$ cat src/rtl/sclk_div_pkg.sv
package sclk_div_pkg;

  typedef enum logic {
    DIV_EXP = 1'b0,
    DIV_LIN = 1'b1
  } div_law_e;

  function automatic int max_i(input int a, input int b);
    return (a > b) ? a : b;
  endfunction

endpackage

$ cat src/rtl/sclk_div_term.sv
// Converts the selected divisor law into a terminal count (half period - 1).
module sclk_div_term
  import sclk_div_pkg::*;
#(
  parameter int EXP_W = 4,
  parameter int LIN_W = 8,
  parameter int CNT_W = 15
) (
  input  div_law_e           law_i,
  input  logic [EXP_W-1:0]   exp_n_i,
  input  logic [LIN_W-1:0]   lin_n_i,
  output logic [CNT_W-1:0]   term_o
);

  // 2^E - 1 is a thermometer code: bit i is set when i < E.
  logic [CNT_W-1:0] thermo;

  for (genvar i = 0; i < CNT_W; i++) begin : g_thermo
    assign thermo[i] = ({1'b0, exp_n_i} > (EXP_W+1)'(i));
  end

  always_comb begin
    if (law_i == DIV_LIN) term_o = CNT_W'(lin_n_i);
    else                  term_o = thermo;
  end

endmodule

$ cat src/rtl/sclk_div_timer.sv
// Half-period timer; the terminal count is relatched only at a boundary.
module sclk_div_timer #(
  parameter int CNT_W = 15
) (
  input  logic             clk_i,
  input  logic             rst_ni,
  input  logic             run_i,
  input  logic [CNT_W-1:0] term_i,
  output logic             boundary_o
);

  logic [CNT_W-1:0] cnt_q;
  logic [CNT_W-1:0] term_q;

  assign boundary_o = run_i && (cnt_q == term_q);

  always_ff @(posedge clk_i or negedge rst_ni) begin
    if (!rst_ni) begin
      cnt_q  <= '0;
      term_q <= '0;
    end else if (!run_i || boundary_o) begin
      cnt_q  <= '0;
      term_q <= term_i;
    end else begin
      cnt_q  <= cnt_q + CNT_W'(1);
    end
  end


  cnt_in_range_chk: assert property (@(posedge clk_i) disable iff (!rst_ni)
    cnt_q <= term_q);


  term_held_chk: assert property (@(posedge clk_i) disable iff (!rst_ni)
    (run_i && !boundary_o) |=> $stable(term_q));


  idle_cnt_chk: assert property (@(posedge clk_i) disable iff (!rst_ni)
    !run_i |=> (cnt_q == '0));

endmodule

$ cat src/rtl/sclk_div_edge.sv
// Phase tracking, registered serial clock and edge strobes.
module sclk_div_edge (
  input  logic clk_i,
  input  logic rst_ni,
  input  logic run_i,
  input  logic boundary_i,
  input  logic cpol_i,
  output logic sclk_o,
  output logic lead_stb_o,
  output logic trail_stb_o
);

  logic phase_q;   // 0: idle level, 1: active level
  logic phase_d;

  assign phase_d = run_i ? (phase_q ^ boundary_i) : 1'b0;

  always_ff @(posedge clk_i or negedge rst_ni) begin
    if (!rst_ni) begin
      phase_q     <= 1'b0;
      sclk_o      <= 1'b0;
      lead_stb_o  <= 1'b0;
      trail_stb_o <= 1'b0;
    end else begin
      phase_q     <= phase_d;
      sclk_o      <= phase_d ^ cpol_i;
      lead_stb_o  <= run_i && boundary_i && !phase_q;
      trail_stb_o <= run_i && boundary_i &&  phase_q;
    end
  end


  strobe_excl_chk: assert property (@(posedge clk_i) disable iff (!rst_ni)
    !(lead_stb_o && trail_stb_o));


  change_has_strobe_chk: assert property (@(posedge clk_i) disable iff (!rst_ni)
    ($past(run_i) && (sclk_o != $past(sclk_o))) |-> (lead_stb_o || trail_stb_o));


  idle_level_chk: assert property (@(posedge clk_i) disable iff (!rst_ni)
    !run_i |=> ((sclk_o == $past(cpol_i)) && !lead_stb_o && !trail_stb_o));


  strobe_pulse_chk: assert property (@(posedge clk_i) disable iff (!rst_ni)
    lead_stb_o |-> !$past(lead_stb_o) || $past(boundary_i));

endmodule

$ cat src/rtl/spi_sclk_divider.sv
module spi_sclk_divider
  import sclk_div_pkg::*;
#(
  parameter int EXP_W = 4,
  parameter int LIN_W = 8
) (
  input  logic             clk_i,
  input  logic             rst_ni,
  input  logic             run_i,
  input  logic             law_sel_i,
  input  logic [EXP_W-1:0] exp_n_i,
  input  logic [LIN_W-1:0] lin_n_i,
  input  logic             cpol_i,
  output logic             sclk_o,
  output logic             lead_stb_o,
  output logic             trail_stb_o
);

  localparam int CNT_W = max_i((2**EXP_W) - 1, LIN_W);

  logic [CNT_W-1:0] term;
  logic             boundary;

  sclk_div_term #(
    .EXP_W (EXP_W),
    .LIN_W (LIN_W),
    .CNT_W (CNT_W)
  ) u_term (
    .law_i   (div_law_e'(law_sel_i)),
    .exp_n_i (exp_n_i),
    .lin_n_i (lin_n_i),
    .term_o  (term)
  );

  sclk_div_timer #(
    .CNT_W (CNT_W)
  ) u_timer (
    .clk_i      (clk_i),
    .rst_ni     (rst_ni),
    .run_i      (run_i),
    .term_i     (term),
    .boundary_o (boundary)
  );

  sclk_div_edge u_edge (
    .clk_i       (clk_i),
    .rst_ni      (rst_ni),
    .run_i       (run_i),
    .boundary_i  (boundary),
    .cpol_i      (cpol_i),
    .sclk_o      (sclk_o),
    .lead_stb_o  (lead_stb_o),
    .trail_stb_o (trail_stb_o)
  );

endmodule

$ cat config.mk
export PLATFORM = sky130hd
export DESIGN_NAME = spi_sclk_divider
export DESIGN_NICKNAME = d
export VERILOG_FILES = /design/src/rtl/sclk_div_pkg.sv /design/src/rtl/sclk_div_term.sv /design/src/rtl/sclk_div_timer.sv /design/src/rtl/sclk_div_edge.sv /design/src/rtl/spi_sclk_divider.sv
export SDC_FILE = /design/constraint.sdc
export NUM_CORES = 1
export LEC_CHECK = 0
export ABC_AREA = 1
export BUFFER_PORTS_ARGS = -buffer_cell sky130_fd_sc_hd__buf_2
export CAP_MARGIN = 30
export CORE_MARGIN = 1.5
export CORE_UTILIZATION = 30
export CTS_CLUSTER_SIZE = 20
export DETAILED_ROUTE_END_ITERATION = 10
export PLACE_DENSITY_LB_ADDON = 0.12
export SLEW_MARGIN = 20
export SYNTH_ARGS = -nofsm -noshare
export SYNTH_HDL_FRONTEND = slang
export SYNTH_SLANG_ARGS = --single-unit
export TNS_END_PERCENT = 1
$ cat constraint.sdc
create_clock -name clk_i -period 3.2 [get_ports clk_i]
set_clock_uncertainty 0.2 [all_clocks]
set_input_delay 0.48 -clock clk_i [delete_from_list [all_inputs] [get_ports clk_i]]
set_output_delay 0.48 -clock clk_i [all_outputs]
set_load 0.03 [all_outputs]
==> flow_metrics.tcl <==
set metrics [dict create \
    ys_ff_latch 34 \
    cap_viol_max_count 0 \
    drc 0 \
    route.final.wire_length_um 4090 \
    initial_core_util 0.313 \
    cts_resized 0 \
    rsz0062_at_grt "no" \
    tightest_slew_ns 0.764 \
    fin_tns_setup_ns 0 \
    die_h_um 82.1 \
    leakage_uw 0.00106 \
    critPathLaunchType "register" \
    first_iter_violations 59 \
    drv_slew 0 \
    crit_family "simple AND/OR/NAND/NOR gates" \
    wl_per_cell_um 11.5 \
    gp_congestion 0.810 \
    fin_nets 297 \
    hold_class "in2async" \
    drt-pass1-iter-count 4 \
    r2r_slack_ns 1.16 \
    path_clk_slew_ns 0.07 \
    ys_types 29 \
    crit_type "reg2reg" \
    placed_cell_area_um2 2020 \
    grt_pass1_wl_um 7180 \
    endpoint_kind "register" \
    clock_path_buffers 2 \
    finalCritPeriodShare 0.636 \
    grt_usage 0.144 \
    cts_tree "yes" \
    ios 20 \
    path_buf_inv 2 \
    row_count 28 \
    antenna_found_initial 0 \
    maxClockFrequency_ghz 0.491 \
    ir_drop_v 0.000193 \
    cp.depth 11 \
    path_cells "inv_1 > nand2_1 > nand2_1 > nor2_1 > nand2_1 > nor2_2 > nand2_2 > nand2_4 > inv_2 > nand2_1 > o21ai_2" \
    antenna_cells 0 \
    setup_violations 0 \
    r2r-start "u_timer.cnt_q[2]" \
    clock_sinks 34 \
    final_layout_size_suffix_gt1_frac 0.150 \
    power_density_nw_per_um2 435 \
    grt_pass1_vias 1516 \
    area_growth_pct 12.3 \
    cp-endpoint "u_timer.term_q[7]" \
    cp.arrival_ns 2.01 \
    via_count 1566 \
    yosys_warnings 0 \
    dieArea_um2 6740 \
    coreArea_um2 5990 \
    die_w_um 82.1 \
    vias_per_cell 4.41 \
    postCtsSetupRepairBufs 0 \
    htreeDepth 2 \
    status "finished, final reports clean" \
    final_cell_area_um2 2110 \
    grt_max_degree 35 \
    cts_hold_buf 0 \
    cts_buffers 5 \
    r2r_end "u_timer.term_q[7]" \
    synth_area_um2 1880 \
    syn_nets 277 \
    hold_viol_final 0 \
    hpwl_um 3070 \
    holdWs_ns 0.0642 \
    clkLatencyLatePin_ns 0.28 \
    io_buffers 19 \
    max_stage_delay_ns 0.43 \
    rr_worst_depth 11 \
    gr-total-overflow 0 \
    total_power_uw 917 \
    antenna_left 0 \
    syn_inst 259 \
    crit_slowest_cell "dfrtp_1" \
    cp_max_fo 34 \
    startpoint "u_timer.cnt_q[2]" \
    fin_util 0.352 \
    fin_crit_ns 2.04 \
    n_fill_cell 636 \
    slew_headroom 0.491 \
    synth.yosys.seq_area_share 0.453 \
    synth.avg_cell_area_um2 7.25 \
    cts_root_buffer "clkbuf_8" \
    cp_data_required_time_ns 3.17 \
    cpMostUsedCell "nand2_1" \
]
layer usage:
layer	share of wire	up-vias	wire length, um	track usage
met5	0	-	0	0
met4	0.017	0	68	0.0525
met3	0.036	5	146	0.0308
met2	0.42	26	1730	0.211
met1	0.52	699	2140	0.206
li1	-	836	-	-
layout by cell type (no fill, tap or decap), drive strengths merged:
cell type,instances
xnor2,1
xor2,3
dfrtp,34
nor2,31
nand2,91
inv,40
o211ai,2
ha,1
nand3,8
o21ai,20
nor3b,3
o21a,1
clkbuf,7
o31ai,1
nor3,8
nand4,3
clkinv,1
buf,19
a31oi,1
a21oi,5
flip-flops by register name, summed over array words and instances (netlist names):
name                count
u_edge.lead_stb_o       1
u_edge.phase_q          1
u_edge.sclk_o           1
u_edge.trail_stb_o      1
u_timer.cnt_q          15
u_timer.term_q         15
layout make-up:
type / instances / area (um^2) / area share
Inverter: 40 / 150 / 0.0712
Clock buffer: 7 / 86.3 / 0.0409
Timing Repair Buffer: 19 / 95.1 / 0.0451
Sequential cell: 34 / 851 / 0.403
Clock inverter: 1 / 5.00 / 0.00237
Tap cell: 75 / 93.8 / 0.0445
Multi-Input combinational cell: 179 / 828 / 0.393
power breakdown:
group | internal (uW) | switching [uW] | leakage [uW] | total (uW)
sequential | 450 | 15.9 | 0.000451 | 466
combinational | 40.5 | 76.9 | 0.000558 | 117
clock | 174 | 160 | 0.0000482 | 333
total | 665 | 252 | 0.00106 | 917
logic make-up after synthesis:
logic type | after synthesis | share of synthesized area
fa+ha+maj | 1 | 0.00666
buf+inv | 46 | 0.106
simple gates | 144 | 0.326
compound gates | 30 | 0.0899
flops | 34 | 0.453
xor+xnor | 4 | 0.0187
cell usage after synthesis, drive strengths merged:
cell | n | area share
nand2 | 91 | 0.19
inv | 40 | 0.080
dfrtp | 34 | 0.45
nor2 | 31 | 0.069
o21ai | 20 | 0.057
nand3 | 8 | 0.021
nor3 | 8 | 0.024
a21oi | 5 | 0.013
buf | 4 | 0.022
nand4 | 3 | 0.010
nor3b | 3 | 0.015
xor2 | 3 | 0.014
clkbuf | 2 | 0.0040
o211ai | 2 | 0.0080
a31oi | 1 | 0.0033
ha | 1 | 0.0067
o21a | 1 | 0.0040
o31ai | 1 | 0.0040
xnor2 | 1 | 0.0047
how the worst min path moves through the flow:
stage	start	to	depth (start not counted)
final	rst_ni	u_timer.cnt_q[2]	1
after global routing	rst_ni	u_timer.cnt_q[2]	1
after CTS	rst_ni	u_timer.cnt_q[2]	1
after detailed placement	u_timer.cnt_q[0]	u_timer.cnt_q[0]	1
after global placement	u_timer.cnt_q[0]	u_timer.cnt_q[0]	1
after floorplan	rst_ni	u_edge.lead_stb_o	0
stage by stage:
stage | setup slack, ns | std cells
final | 1.16 | 355
after global routing | 0.933 | 355
after CTS | 1.12 | 355
after detailed placement | 1.14 | 347
after global placement | 1.16 | 347
after floorplan | 1.55 | 259
(Power assumes the default switching activity.)
